File: src/rtl/tt_pkg.sv
// Shared constants for the chainable timer: register addresses and trigger sources.
package tt_pkg;
    localparam int ADDR_W = 4;
    localparam int N_OC   = 4;

    localparam logic [ADDR_W-1:0] A_CTRL   = 4'd0;
    localparam logic [ADDR_W-1:0] A_MODE   = 4'd1;
    localparam logic [ADDR_W-1:0] A_IRQEN  = 4'd2;
    localparam logic [ADDR_W-1:0] A_STATUS = 4'd3;
    localparam logic [ADDR_W-1:0] A_EVGEN  = 4'd4;
    localparam logic [ADDR_W-1:0] A_PSC    = 4'd5;
    localparam logic [ADDR_W-1:0] A_RELOAD = 4'd6;
    localparam logic [ADDR_W-1:0] A_COUNT  = 4'd7;
    localparam logic [ADDR_W-1:0] A_CMP0   = 4'd8;

    typedef enum logic [2:0] {
        TS_SWUPD  = 3'd0,
        TS_ENABLE = 3'd1,
        TS_UPDATE = 3'd2,
        TS_CMPPLS = 3'd3,
        TS_OCREF1 = 3'd4,
        TS_OCREF2 = 3'd5,
        TS_OCREF3 = 3'd6,
        TS_OCREF4 = 3'd7
    } trig_src_e;
endpackage

File: src/rtl/tt_regs.sv
// Register file of the timer.
// Holds the configuration, the sticky flags and the read-data register.
// Assumes a single-cycle write strobe; flag sets win over same-cycle clears.
module tt_regs
    import tt_pkg::*;
#(
    parameter int DATA_W = 16,
    parameter int CNT_W  = 16,
    parameter int PSC_W  = 16
) (
    input  logic                         clk,
    input  logic                         rst_n,
    input  logic                         wr_en,
    input  logic                         rd_en,
    input  logic [ADDR_W-1:0]            addr,
    input  logic [DATA_W-1:0]            wdata,
    input  logic                         uev,
    input  logic                         cc1_hit,
    input  logic [CNT_W-1:0]             count,
    output logic                         cnt_en,
    output logic                         arpe,
    output logic [2:0]                   trig_sel,
    output logic                         uie,
    output logic                         uif,
    output logic                         ccf,
    output logic                         ug,
    output logic [PSC_W-1:0]             psc_reg,
    output logic [CNT_W-1:0]             reload_reg,
    output logic [N_OC-1:0][CNT_W-1:0]   cmp,
    output logic [DATA_W-1:0]            rdata
);
    localparam int CMP_LAST = int'(A_CMP0) + N_OC - 1;

    // Decode of the write-only update strobe
    assign ug = wr_en && (addr == A_EVGEN) && wdata[0];

    // Configuration register writes
    always_ff @(posedge clk) begin
        if (!rst_n) begin
            cnt_en     <= 1'b0;
            arpe       <= 1'b0;
            trig_sel   <= 3'd0;
            uie        <= 1'b0;
            psc_reg    <= '0;
            reload_reg <= '0;
        end else if (wr_en) begin
            case (addr)
                A_CTRL:   begin cnt_en <= wdata[0]; arpe <= wdata[1]; end
                A_MODE:   trig_sel   <= wdata[2:0];
                A_IRQEN:  uie        <= wdata[0];
                A_PSC:    psc_reg    <= wdata[PSC_W-1:0];
                A_RELOAD: reload_reg <= wdata[CNT_W-1:0];
                default:  ;
            endcase
        end
    end

    // Compare registers, one per channel
    for (genvar i = 0; i < N_OC; i++) begin : g_cmp
        always_ff @(posedge clk) begin
            if (!rst_n)
                cmp[i] <= '0;
            else if (wr_en && addr == (A_CMP0 + ADDR_W'(i)))
                cmp[i] <= wdata[CNT_W-1:0];
        end
    end

    // Sticky flags: event sets, written zero clears
    always_ff @(posedge clk) begin
        if (!rst_n) begin
            uif <= 1'b0;
            ccf <= 1'b0;
        end else begin
            if (wr_en && addr == A_STATUS) begin
                uif <= (uif & wdata[0]) | uev;
                ccf <= (ccf & wdata[1]) | cc1_hit;
            end else begin
                uif <= uif | uev;
                ccf <= ccf | cc1_hit;
            end
        end
    end

    // Registered read path
    always_ff @(posedge clk) begin
        if (!rst_n)
            rdata <= '0;
        else if (rd_en) begin
            rdata <= '0;
            case (addr)
                A_CTRL:   rdata <= DATA_W'({arpe, cnt_en});
                A_MODE:   rdata <= DATA_W'(trig_sel);
                A_IRQEN:  rdata <= DATA_W'(uie);
                A_STATUS: rdata <= DATA_W'({ccf, uif});
                A_PSC:    rdata <= DATA_W'(psc_reg);
                A_RELOAD: rdata <= DATA_W'(reload_reg);
                A_COUNT:  rdata <= DATA_W'(count);
                default: begin
                    if (int'(addr) >= int'(A_CMP0) && int'(addr) <= CMP_LAST)
                        rdata <= DATA_W'(cmp[addr[1:0]]);
                end
            endcase
        end
    end
endmodule

File: src/rtl/tt_counter.sv
// Prescaler and auto-reload up-counter.
// Generates the update event on wrap or strobe and the compare-1 hit.
// Assumes the buffered prescaler and reload values are loaded only on update.
module tt_counter #(
    parameter int CNT_W = 16,
    parameter int PSC_W = 16
) (
    input  logic             clk,
    input  logic             rst_n,
    input  logic             cnt_en,
    input  logic             arpe,
    input  logic             ug,
    input  logic [PSC_W-1:0] psc_reg,
    input  logic [CNT_W-1:0] reload_reg,
    input  logic [CNT_W-1:0] cmp1,
    output logic [CNT_W-1:0] count,
    output logic             uev,
    output logic             cc1_hit
);
    logic [PSC_W-1:0] psc_act, psc_cnt;
    logic [CNT_W-1:0] reload_shadow, reload_act, count_nxt;
    logic             tick, ovf;

    // Reload in force: the shadow when buffered, otherwise the register
    assign reload_act = arpe ? reload_shadow : reload_reg;
    assign tick       = cnt_en && (psc_cnt == psc_act);
    assign ovf        = tick && (count == reload_act);
    assign uev        = ovf || ug;

    // Next counter value
    always_comb begin
        if (ug)        count_nxt = '0;
        else if (ovf)  count_nxt = '0;
        else if (tick) count_nxt = count + 1'b1;
        else           count_nxt = count;
    end

    assign cc1_hit = (ug || tick) && (count_nxt == cmp1);

    // Prescaler divider and counter state
    always_ff @(posedge clk) begin
        if (!rst_n) begin
            psc_cnt <= '0;
            count   <= '0;
        end else begin
            count <= count_nxt;
            if (ug || tick)  psc_cnt <= '0;
            else if (cnt_en) psc_cnt <= psc_cnt + 1'b1;
        end
    end

    // Transfer of buffered values at each update event
    always_ff @(posedge clk) begin
        if (!rst_n) begin
            psc_act       <= '0;
            reload_shadow <= '0;
        end else if (uev) begin
            psc_act       <= psc_reg;
            reload_shadow <= reload_reg;
        end
    end
endmodule

File: src/rtl/tt_trgo.sv
// Output-compare reference levels and trigger-output selector.
// Assumes four compare channels so that selector codes 4..7 index them.
module tt_trgo
    import tt_pkg::*;
#(
    parameter int CNT_W = 16
) (
    input  logic                       clk,
    input  logic                       rst_n,
    input  logic [2:0]                 trig_sel,
    input  logic                       ug,
    input  logic                       cnt_en,
    input  logic                       uev,
    input  logic                       cc1_hit,
    input  logic [CNT_W-1:0]           count,
    input  logic [N_OC-1:0][CNT_W-1:0] cmp,
    output logic [N_OC-1:0]            oc_ref,
    output logic                       trig_out
);
    logic src;

    // Reference level per channel
    for (genvar i = 0; i < N_OC; i++) begin : g_ref
        assign oc_ref[i] = (count < cmp[i]);
    end

    // Source multiplexer
    always_comb begin
        case (trig_src_e'(trig_sel))
            TS_SWUPD:  src = ug;
            TS_ENABLE: src = cnt_en;
            TS_UPDATE: src = uev;
            TS_CMPPLS: src = cc1_hit;
            default:   src = oc_ref[trig_sel[1:0]];
        endcase
    end

    // Registered trigger output
    always_ff @(posedge clk) begin
        if (!rst_n) trig_out <= 1'b0;
        else        trig_out <= src;
    end
endmodule

File: src/rtl/trig_timer.sv
// Top of the chainable timer.
// Wires registers, counter and trigger selector together and forms the interrupt.
module trig_timer
    import tt_pkg::*;
#(
    parameter int DATA_W = 16,
    parameter int CNT_W  = 16,
    parameter int PSC_W  = 16
) (
    input  logic              clk,
    input  logic              rst_n,
    input  logic              wr_en,
    input  logic              rd_en,
    input  logic [3:0]        addr,
    input  logic [15:0]       wdata,
    output logic [15:0]       rdata,
    output logic              trig_out,
    output logic              irq,
    output logic [3:0]        oc_ref
);
    logic                       cnt_en, arpe, uie, uif, ccf, ug, uev, cc1_hit;
    logic [2:0]                 trig_sel;
    logic [PSC_W-1:0]           psc_reg;
    logic [CNT_W-1:0]           reload_reg, count;
    logic [N_OC-1:0][CNT_W-1:0] cmp;

    tt_regs #(.DATA_W(DATA_W), .CNT_W(CNT_W), .PSC_W(PSC_W)) u_regs (
        .clk(clk), .rst_n(rst_n), .wr_en(wr_en), .rd_en(rd_en), .addr(addr),
        .wdata(wdata), .uev(uev), .cc1_hit(cc1_hit), .count(count),
        .cnt_en(cnt_en), .arpe(arpe), .trig_sel(trig_sel), .uie(uie),
        .uif(uif), .ccf(ccf), .ug(ug), .psc_reg(psc_reg),
        .reload_reg(reload_reg), .cmp(cmp), .rdata(rdata)
    );

    tt_counter #(.CNT_W(CNT_W), .PSC_W(PSC_W)) u_cnt (
        .clk(clk), .rst_n(rst_n), .cnt_en(cnt_en), .arpe(arpe), .ug(ug),
        .psc_reg(psc_reg), .reload_reg(reload_reg), .cmp1(cmp[0]),
        .count(count), .uev(uev), .cc1_hit(cc1_hit)
    );

    tt_trgo #(.CNT_W(CNT_W)) u_trgo (
        .clk(clk), .rst_n(rst_n), .trig_sel(trig_sel), .ug(ug),
        .cnt_en(cnt_en), .uev(uev), .cc1_hit(cc1_hit), .count(count),
        .cmp(cmp), .oc_ref(oc_ref), .trig_out(trig_out)
    );

    // Interrupt request from flag and enable
    assign irq = uif && uie;
endmodule

File: config.mk
export PLATFORM = sky130hd
export DESIGN_NAME = trig_timer
export DESIGN_NICKNAME = d
export VERILOG_FILES = /design/src/rtl/tt_pkg.sv /design/src/rtl/tt_regs.sv /design/src/rtl/tt_counter.sv /design/src/rtl/tt_trgo.sv /design/src/rtl/trig_timer.sv
export SDC_FILE = /design/constraint.sdc
export NUM_CORES = 1
export LEC_CHECK = 0
export BUFFER_PORTS_ARGS = -buffer_cell sky130_fd_sc_hd__buf_2
export CORE_UTILIZATION = 30
export CTS_CLUSTER_DIAMETER = 100
export CTS_CLUSTER_SIZE = 40
export DETAILED_ROUTE_END_ITERATION = 10
export PLACE_DENSITY = 0.5
export SLEW_MARGIN = 20
export SYNTH_ARGS = -nofsm -noshare
export SYNTH_HDL_FRONTEND = slang
export SYNTH_SLANG_ARGS = --single-unit
File: constraint.sdc
create_clock -name clk -period 7.9 [get_ports clk]
set_clock_uncertainty 0.1 [all_clocks]
set_input_delay 1.185 -clock clk [delete_from_list [all_inputs] [get_ports clk]]
set_output_delay 1.185 -clock clk [all_outputs]
set_load 0.01 [all_outputs]
# After elaboration in Yosys (flattened, before gate mapping)
# Index checks and enable logic that the tools add are counted.
[op_classes]
add_sub_neg = 2
order_cmp = 8
n_eq_ne = 17
reduce_logical = 22
bitwise_logic = 7
n_mux = 13
[ops]
columns = ["op", "n"]
rows = [
  ["$pmux 16 s7", 1],
  ["$mux 16", 6],
  ["$lt 16x16->1", 4],
  ["$eq 16x16->1", 3],
  ["$add 16x1->16 const B", 2],
  ["$bmux 16 s2", 1],
  ["$eq 4x3->1 const B", 4],
  ["$eq 4x4->1 const B", 4],
  ["$logic_and 1x1->1", 12],
  ["$reduce_and 2->1", 5],
  ["$eq 4x2->1 const B", 2],
  ["$eq 3x2->1 const B", 2],
  ["$lt 2x3->1 const B", 2],
  ["$eq 4x1->1 const B", 1],
  ["$ge 4x4->1 const B", 1],
  ["$le 4x4->1 const B", 1],
  ["$logic_not 4->1", 1],
  ["$or 1x1->1", 4],
  ["$pmux 1 s4", 1],
  ["$eq 3x1->1 const B", 1],
  ["$logic_not 3->1", 1],
  ["$mux 1", 3],
  ["$and 1x1->1", 2],
  ["$bmux 1 s2", 1],
  ["other kinds (3)", 4],
]
[word_totals]
ff_bits = 185
out_inout_bits = 22
input_bits = 24

# Logic depth before layout (Yosys ltp)
# Gate-level depths: netlist of run 1.
[logic_depth]
ltp_word = 9
depth_mapped = 13

# By module
# A second synthesis of run 1 with hierarchy kept.
[unflattened]
hier_cells = 1261
area_unflattened_um2 = 10651.5
[modules_own_cells]
columns = ["mod", "seq_area_each_um2", "area_each_um2", "n_inst", "cells_each"]
rows = [
  ["tt_regs", 2402.3, 5432.7, 1, 604],
  ["tt_counter", 1281.2, 3559.7, 1, 429],
  ["tt_trgo", 20.0, 1652.8, 1, 227],
  ["trig_timer", 0.0, 6.3, 1, 1],
]

# Worst setup path after synthesis of run 1
# Ideal clock, no wire load.
[synth_timing]
kind = "input port to flip-flop"
from = "in addr[0]"
to = "reg u_trgo.trig_out"
setup_ns = 0.073
setup_slack_ns = 4.553
stages = 10
t_arrival_ns = 3.173
required_ns = 7.727
cell_sequence = "clkbuf_1 nor2_1 and2_0 nand3_1 o21ai_1 a221oi_1 o211ai_1 nor4_2 a41oi_1 nor3_2"
[synth_via]
elab_chain_cells = 7
[synth_lines]
columns = ["element", "line", "text"]
rows = [
  ["from (decl)", "trig_timer.sv:14", "input logic [3:0] addr,"],
  ["$eq 4x3->1 *", "tt_regs.sv:35", "assign ug = wr_en && (addr == A_EVGEN) && wdata[0];"],
  ["$logic_and 1x1->1 * (2 in series)", "tt_regs.sv:35", ""],
  ["$mux 16", "tt_counter.sv:32", "if (ug) count_nxt = '0;"],
  ["$eq 16x16->1", "tt_counter.sv:38", "assign cc1_hit = (ug || tick) && (count_nxt == cmp1);"],
  ["$logic_and 1x1->1", "tt_counter.sv:38", ""],
  ["$pmux 1 s4 *", "tt_trgo.sv:29", "case (trig_src_e'(trig_sel))"],
  ["to (signal assigned)", "tt_trgo.sv:41", "else trig_out <= src;"],
  ["to (decl)", "tt_trgo.sv:18", "output logic trig_out"],
]
# Every way passes the cells marked *; elsewhere a longest branch is shown, timed or not.
# A chain may end at the register's enable or synchronous reset.

# Worst setup path in the final report of run 1
[layout_timing]
from = "reg u_cnt.count[1]"
to = "out oc_ref[2]"
[layout_via]
elab_chain_cells = 1
[layout_lines]
columns = ["element", "line", "text"]
rows = [
  ["from (decl)", "tt_counter.sv:16", "output logic [CNT_W-1:0] count,"],
  ["from (signal assigned)", "tt_counter.sv:46", "count <= count_nxt;"],
  ["$lt 16x16->1", "tt_trgo.sv:24", "assign oc_ref[i] = (count < cmp[i]);"],
  ["to (decl)", "trig_timer.sv:19", "output logic [3:0] oc_ref"],
]
# No other way between the ends.

==> out/qor.txt, run 1 <==
outcome: finished clean
mux share of post-synthesis cell area: 7.38%
Slowest cell on crit path: dfxtp_1
Worst setup SP type: flip-flop
Diodes inserted: 0
CTS buffer count: 17
VDD IR max: 0.145 mV
number of fillers in the final layout: 3684
Starting Density: 30.6%
Crit Path Max Fanout: 9
Post-Layout Inst Area: 11800 sq um
NumNets Final: 1360
first-pass iteration count of the detailed router: 5
Routed WL: 35.3 mm
Post-CTS Resized: 0
Slew HR: 29.3%
# rows: 68
Finish-stage setup viols: 0
# port buffers: 45
core area: 34700 sq um
XOR/XNOR share of the synthesized area: 5.28%
worst slew pin tran: 1030 ps
most common cell after layout, fill and taps aside: nand2_1
P&R area growth vs syn: 10.8%
fin crit share: 53.5%
register area: 3700 sq um
NetSw: 0.506 mW
Remaining Overflow, GRT: 0
layout cells sized above 1: 10.1%
setup TNS: 0 ps
Die H: 190 microns
number of max-cap violations: 0
CTS Hold Bufs: 0
Hold Crit Start: u_cnt.reload_shadow[6]
Seq/Total Area, Yosys: 34.9%
Warnings, synthesis: 0
Syn Inst Count: 1282
initial antenna violation count: 0
RD Place Congestion: 0.899
CP delay by family, top: compound AO/OA/AOI/OAI gates
Reg clk slew, reported paths: 70 ps
CTS Root Cell: clkbuf_16
Die W: 190 microns
CTS H-tree lvls: 4
Hold Path Depth: 2
fin worst setup slack: 3670 ps
vias in the first global route: 8831
Comb pwr share: 7.3%
Post-CTS Setup Bufs: 0
Ports: 46
first-pass GRT wire length: 54.0 mm
LEAKAGE: 4.21 nW
Sink Count: 185
largest net degree at the start of global routing: 89
Post-Place Worst Slack: 3890 ps
HPWL after DPL: 25.2 mm
Async SR Flop Fraction: 0%
pwr dens: 170 nW/um^2
Critical Path Max Stage Delay: 590 ps
fmax: 237 MHz
syn nets: 1368
EDFF count, synth: 0
Tmin final: 4230 ps
WL/cell: 20.3 microns
switch share: 25.3%
reg2reg path depth: 10
HP Class: flip-flop to flip-flop
crit path buf inv count: 1
Avg Vias per Cell: 5.27
clock power share: 44.9%
Synth Area in Compound Gates: 19.2%
Adder-Cell Fraction of Synth Area: 7.31%
cell internal pwr: 1.49 mW
main combinational cell family by area after synthesis: simple AND/OR/NAND/NOR gates
power share of the sequential group: 47.8%
initial DRC count: 697
reg2reg setup slack: 4000 ps
CP cell instances: ha_1, a21boi_0, o21a_1, o21ai_0, a21oi_1, or4_1, a221oi_1, buf_2
Cell variety after synth: 63
most frequent cells in the layout: 304 x nand2_1, 185 x dfxtp_1, 136 x a21boi_0
Worst Hold End: u_cnt.reload_shadow[6]
GRT Overall Usage: 20.0%
clk_lat worst skew: 450 ps
synthesized area: 10600 sq um
max reg flops: 64
RSZ-0062 raised after global routing: false
critical path data required time: 6610 ps
reg2reg start: u_regs.arpe
die area: 36100 sq um
critical path class: flip-flop to output port
Slew Limit Fails: 0
CP Capture Type: output port
simple-gate share of the synthesized area: 20.4%
largest reg by FF count: u_regs.cmp
ys flop type: dfxtp_1
Worst Path Arrival: 2940 ps
number of synthesized register bits: 185
TritonCTS clock tree: built
vias post-DR: 9170
clk buf depth: 2
multi-input logic area: 6340 sq um
Avg Cell Area, Syn: 8.28 sq um
DRC Markers: 0
Cell Area, Placed: 11200 sq um
Final ANT Viol Nets: 0
Hold Vio Cnt, Final: 0
capturing point of the worst reg2reg path: u_trgo.trig_out
through the flow:
step                      util, %  total power [mW]  hold WS [ps]  cells
after floorplan                 -              1.06           341   1282
after global placement       32.1              1.12           351   1710
after detailed placement     32.1              1.12           359   1710
after CTS                    33.9              2.02           370   1741
after global routing         33.9              2.07           388   1741
final                        33.9              2.00           370   1741
routing by layer:
| layer | up-vias | track usage (%) | part of all wire (%) |
|---|---|---|---|
| met5 | - | 0 | 0 |
| met4 | 0 | 7.72 | 2.9 |
| met3 | 51 | 3.45 | 5.7 |
| met2 | 258 | 30.7 | 44 |
| met1 | 4447 | 27.6 | 47 |
| li1 | 4414 | - | - |
final cells by class:
| cell class | count | share of cell area [%] |
|---|---|---|
| sequential | 185 | 31.5 |
| multi-input combinational | 950 | 53.9 |
| clock inverter | 13 | 1.43 |
| clock buffer | 18 | 3.65 |
| inverter | 65 | 2.08 |
| tap | 455 | 4.84 |
| timing repair buffer | 55 | 2.58 |
how the worst max path moves through the flow:
stage,from,end,slack (ps),cells after the start
4_1_cts,u_cnt.count[1],oc_ref[2],3630,8
3_5_place_dp,addr[1],u_trgo.trig_out,3890,10
2_1_floorplan,addr[0],u_trgo.trig_out,4550,10
5_1_grt,u_cnt.count[1],oc_ref[2],3490,8
3_3_place_gp,addr[1],u_trgo.trig_out,3960,10
6_report,u_cnt.count[1],oc_ref[2],3670,8
power groups by stage:
stage | combinational (mW) | clock [mW] | sequential (mW)
after global routing | 0.157 | 0.960 | 0.956
after detailed placement | 0.146 | 0 | 0.977
after floorplan | 0.0881 | 0 | 0.973
after global placement | 0.145 | 0 | 0.977
after CTS | 0.147 | 0.922 | 0.955
final | 0.146 | 0.898 | 0.955
kinds of logic (layout without fill, tap and decap cells):
group / count (synthesis) / in the layout
and+or+nand+nor: 490 / 490
AOI/OAI and AO/OA: 278 / 278
DFF: 185 / 185
buffers and inverters: 147 / 151
xor gates and xnor gates: 64 / 64
adders and majority gates: 62 / 62
muxes: 56 / 56
tightest hold or removal path: stages, from the launching register on:
cell,delay [ps]
dfxtp_1,310
nand2_1,50
a21boi_0,60
Yosys cell counts, types with 3 or more instances:
| cell | n | share of area, % |
|---|---|---|
| nand4b_1 | 3 | 0.25 |
| a22oi_1 | 16 | 1.1 |
| o211ai_1 | 17 | 1.2 |
| ha_1 | 62 | 7.3 |
| nor2b_1 | 8 | 0.47 |
| clkbuf_1 | 70 | 2.5 |
| mux2i_1 | 22 | 2.1 |
| mux4_2 | 16 | 3.4 |
| nor3_1 | 11 | 0.52 |
| nand3_1 | 33 | 1.6 |
| mux2_2 | 18 | 1.9 |
| a21boi_0 | 136 | 9.6 |
| a211o_1 | 3 | 0.25 |
| nand2b_1 | 4 | 0.24 |
| a221oi_1 | 3 | 0.25 |
| nand2_1 | 304 | 11 |
| o21ai_0 | 21 | 0.99 |
| and3_1 | 12 | 0.71 |
| nor2_1 | 54 | 1.9 |
| xnor2_1 | 48 | 4.0 |
| o211a_1 | 14 | 1.3 |
| a21oi_1 | 22 | 1.0 |
| inv_1 | 65 | 2.3 |
| o21a_1 | 3 | 0.21 |
| buf_2 | 7 | 0.33 |
| and2_1 | 6 | 0.35 |
| nand4_1 | 30 | 1.8 |
| dfxtp_1 | 185 | 35 |
| xor2_1 | 16 | 1.3 |
| a21o_1 | 23 | 1.6 |
| nor4_1 | 10 | 0.59 |
Note: power is estimated with default switching activity, not from simulation.
==> run 2, diff against run 1 <==
PLACE_DENSITY = 0.51   (was 0.5)
clock period = 3.42 ns   (was 7.9 ns; I/O delays follow)
==> run 2 against run 1 <==
Compared with the run above: clock power increased by 120%; critical path type is now flip-flop to flip-flop; critical path depth increased by 3; setup slack got worse by 3600 ps; highest routed layer unchanged.
==> out/qor.txt, run 2 (synthesis gave the netlist of run 1 again) <==
Crit Path Max Fanout: 10 (+1)
cell internal pwr: 3.29 mW (+120%)
HPWL after DPL: 25.8 mm (+2.2%)
Slew Limit Fails: 0 (unchanged)
WL/cell: 20.1 microns (-0.96%)
reg2reg setup slack: 90 ps (-3910 ps)
number of max-cap violations: 0 (unchanged)
fin worst setup slack: 91.7 ps (-3580 ps)
NumNets Final: 1412 (+3.8%)
VDD IR max: 0.237 mV (+63%)
vias in the first global route: 9038 (+2.3%)
Sink Count: 185 (unchanged)
TritonCTS clock tree: built
Ports: 46 (unchanged)
power share of the sequential group: 47.9% (about the same)
Cell Area, Placed: 11500 sq um (+3.5%)
Final ANT Viol Nets: 0 (unchanged)
largest net degree at the start of global routing: 62 (-30%)
fmax: 300 MHz
CP Capture Type: flip-flop
Remaining Overflow, GRT: 0 (unchanged)
clk_lat worst skew: 460 ps (about the same)
critical path class: flip-flop to flip-flop
reg2reg start: u_cnt.psc_cnt[2]
CTS H-tree lvls: 4 (unchanged)
Hold Vio Cnt, Final: 0 (unchanged)
worst slew pin tran: 843 ps (-191 ps)
# rows: 68 (unchanged)
Worst Setup EP: u_trgo.trig_out
HP Class: input pin to flip-flop
NetSw: 1.30 mW (+160%)
Worst Path Arrival: 3610 ps (+670 ps)
clock power share: 43.9% (-1.0 points)
Avg Vias per Cell: 5.20 (-1.2%)
initial DRC count: 771 (+11%)
Diodes inserted: 0 (unchanged)
Post-Layout Inst Area: 12200 sq um (+4.0%)
layout cells sized above 1: 14.9% (+4.8 points)
Reg clk slew, reported paths: 90 ps (+20 ps)
GRT Overall Usage: 20.3% (+0.35 points)
# port buffers: 45 (unchanged)
most frequent cells in the layout: 304 x nand2_1, 180 x dfxtp_1, 136 x a21boi_0
most common cell after layout, fill and taps aside: nand2_1
CTS Root Cell: clkbuf_16
Slew HR: 43.7% (+14 points)
LEAKAGE: 4.49 nW (+6.5%)
reg2reg path depth: 11 (+1)
switch share: 28.2% (+2.9 points)
crit path launch: u_cnt.psc_cnt[2]
Die W: 190 microns (unchanged)
fin crit share: 97.3%
largest reg by FF count: u_regs.cmp
first-pass iteration count of the detailed router: 6 (+1)
Finish-stage setup viols: 0 (unchanged)
utilization after layout: 35.2% (+1.4 points)
RD Place Congestion: 0.909 (+1.1%)
die area: 36100 sq um (unchanged)
Starting Density: 30.6% (unchanged)
CTS buffer count: 17 (unchanged)
Die H: 190 microns (unchanged)
critical path data required time: 3700 ps (-2910 ps)
DRC Markers: 0 (unchanged)
clk buf depth: 2 (unchanged)
Comb pwr share: 8.2% (+0.9 points)
max reg flops: 64 (unchanged)
capturing point of the worst reg2reg path: u_trgo.trig_out
Routed WL: 36.0 mm (+2.1%)
core area: 34700 sq um (unchanged)
CTS Hold Bufs: 0 (unchanged)
first-pass GRT wire length: 54.8 mm (+1.5%)
Post-Place Worst Slack: -16.4 ps (-3910 ps)
P&R area growth vs syn: 15.3%
Tmin final: 3330 ps
pwr dens: 375 nW/um^2 (+120%)
outcome: finished clean
Worst setup SP type: flip-flop
initial antenna violation count: 0 (unchanged)
vias post-DR: 9335 (+1.8%)
## run 2: critical path: stages, from the launching register on
cell     delay (ps)
dfxtp_1         450
xnor2_2         170
nand4_1         120
or4_4           600
buf_4           220
nor4b_2         290
xnor2_1         240
o22ai_1         130
or3b_2          490
a22oi_2         160
a41oi_1         160
nor3_2          150
## run 2: per-layer routing
layer / track usage [%] / vias up / share of wire [%]
li1: - / 4519 / -
met1: 27.6 / 4490 / 48
met2: 31.0 / 254 / 44
met3: 3.49 / 72 / 4.6
met4: 9.74 / 0 / 4.3
met5: 0 / - / 0
## run 2: repair_timing
action	4_1_cts	5_1_grt
endpoints found under the setup margin	4	4
buffers inserted	1	1
pin swaps	1	3
gates resized for setup	5	17
## run 2: power by group through the flow
stage	registers (mW)	clock network (mW)	logic, mW
after floorplan	2.25	0	0.203
after global placement	2.25	0	0.364
after detailed placement	2.25	0	0.366
after CTS	2.20	2.07	0.371
after global routing	2.20	2.14	0.401
final	2.20	2.02	0.375
## run 2: final cells by class
type | instances | area [sq um]
multi-input cells | 950 | 6420
repair buffers | 107 | 706
flip-flops and latches | 185 | 3710
well taps | 455 | 569
fillers | 3675 | 22500
clock buffers | 18 | 429
clock inverters | 14 | 146
inverters | 65 | 244
## run 2: worst min path at each step
| stage | startpoint | end | slack, ps | cells past startpoint |
|---|---|---|---|---|
| final | wdata[13] | u_regs.psc_reg[13] | 290 | 3 |
| after global routing | wdata[9] | u_regs.reload_reg[9] | 280 | 3 |
| after CTS | wdata[13] | u_regs.reload_reg[13] | 280 | 3 |
| after detailed placement | u_cnt.reload_shadow[13] | u_cnt.reload_shadow[13] | 350 | 2 |
| after global placement | u_cnt.reload_shadow[2] | u_cnt.reload_shadow[2] | 350 | 2 |
| after floorplan | u_cnt.reload_shadow[0] | u_cnt.reload_shadow[0] | 340 | 2 |
## run 2: stage by stage
stage | setup TNS, ps | total power [mW] | hold WS [ps] | instances
after floorplan | 0 | 2.45 | 341 | 1282
after global placement | 0 | 2.62 | 349 | 1760
after detailed placement | -16.4 | 2.62 | 355 | 1760
after CTS | 0 | 4.64 | 278 | 1793
after global routing | -1.16 | 4.75 | 283 | 1794
final | 0 | 4.59 | 288 | 1794
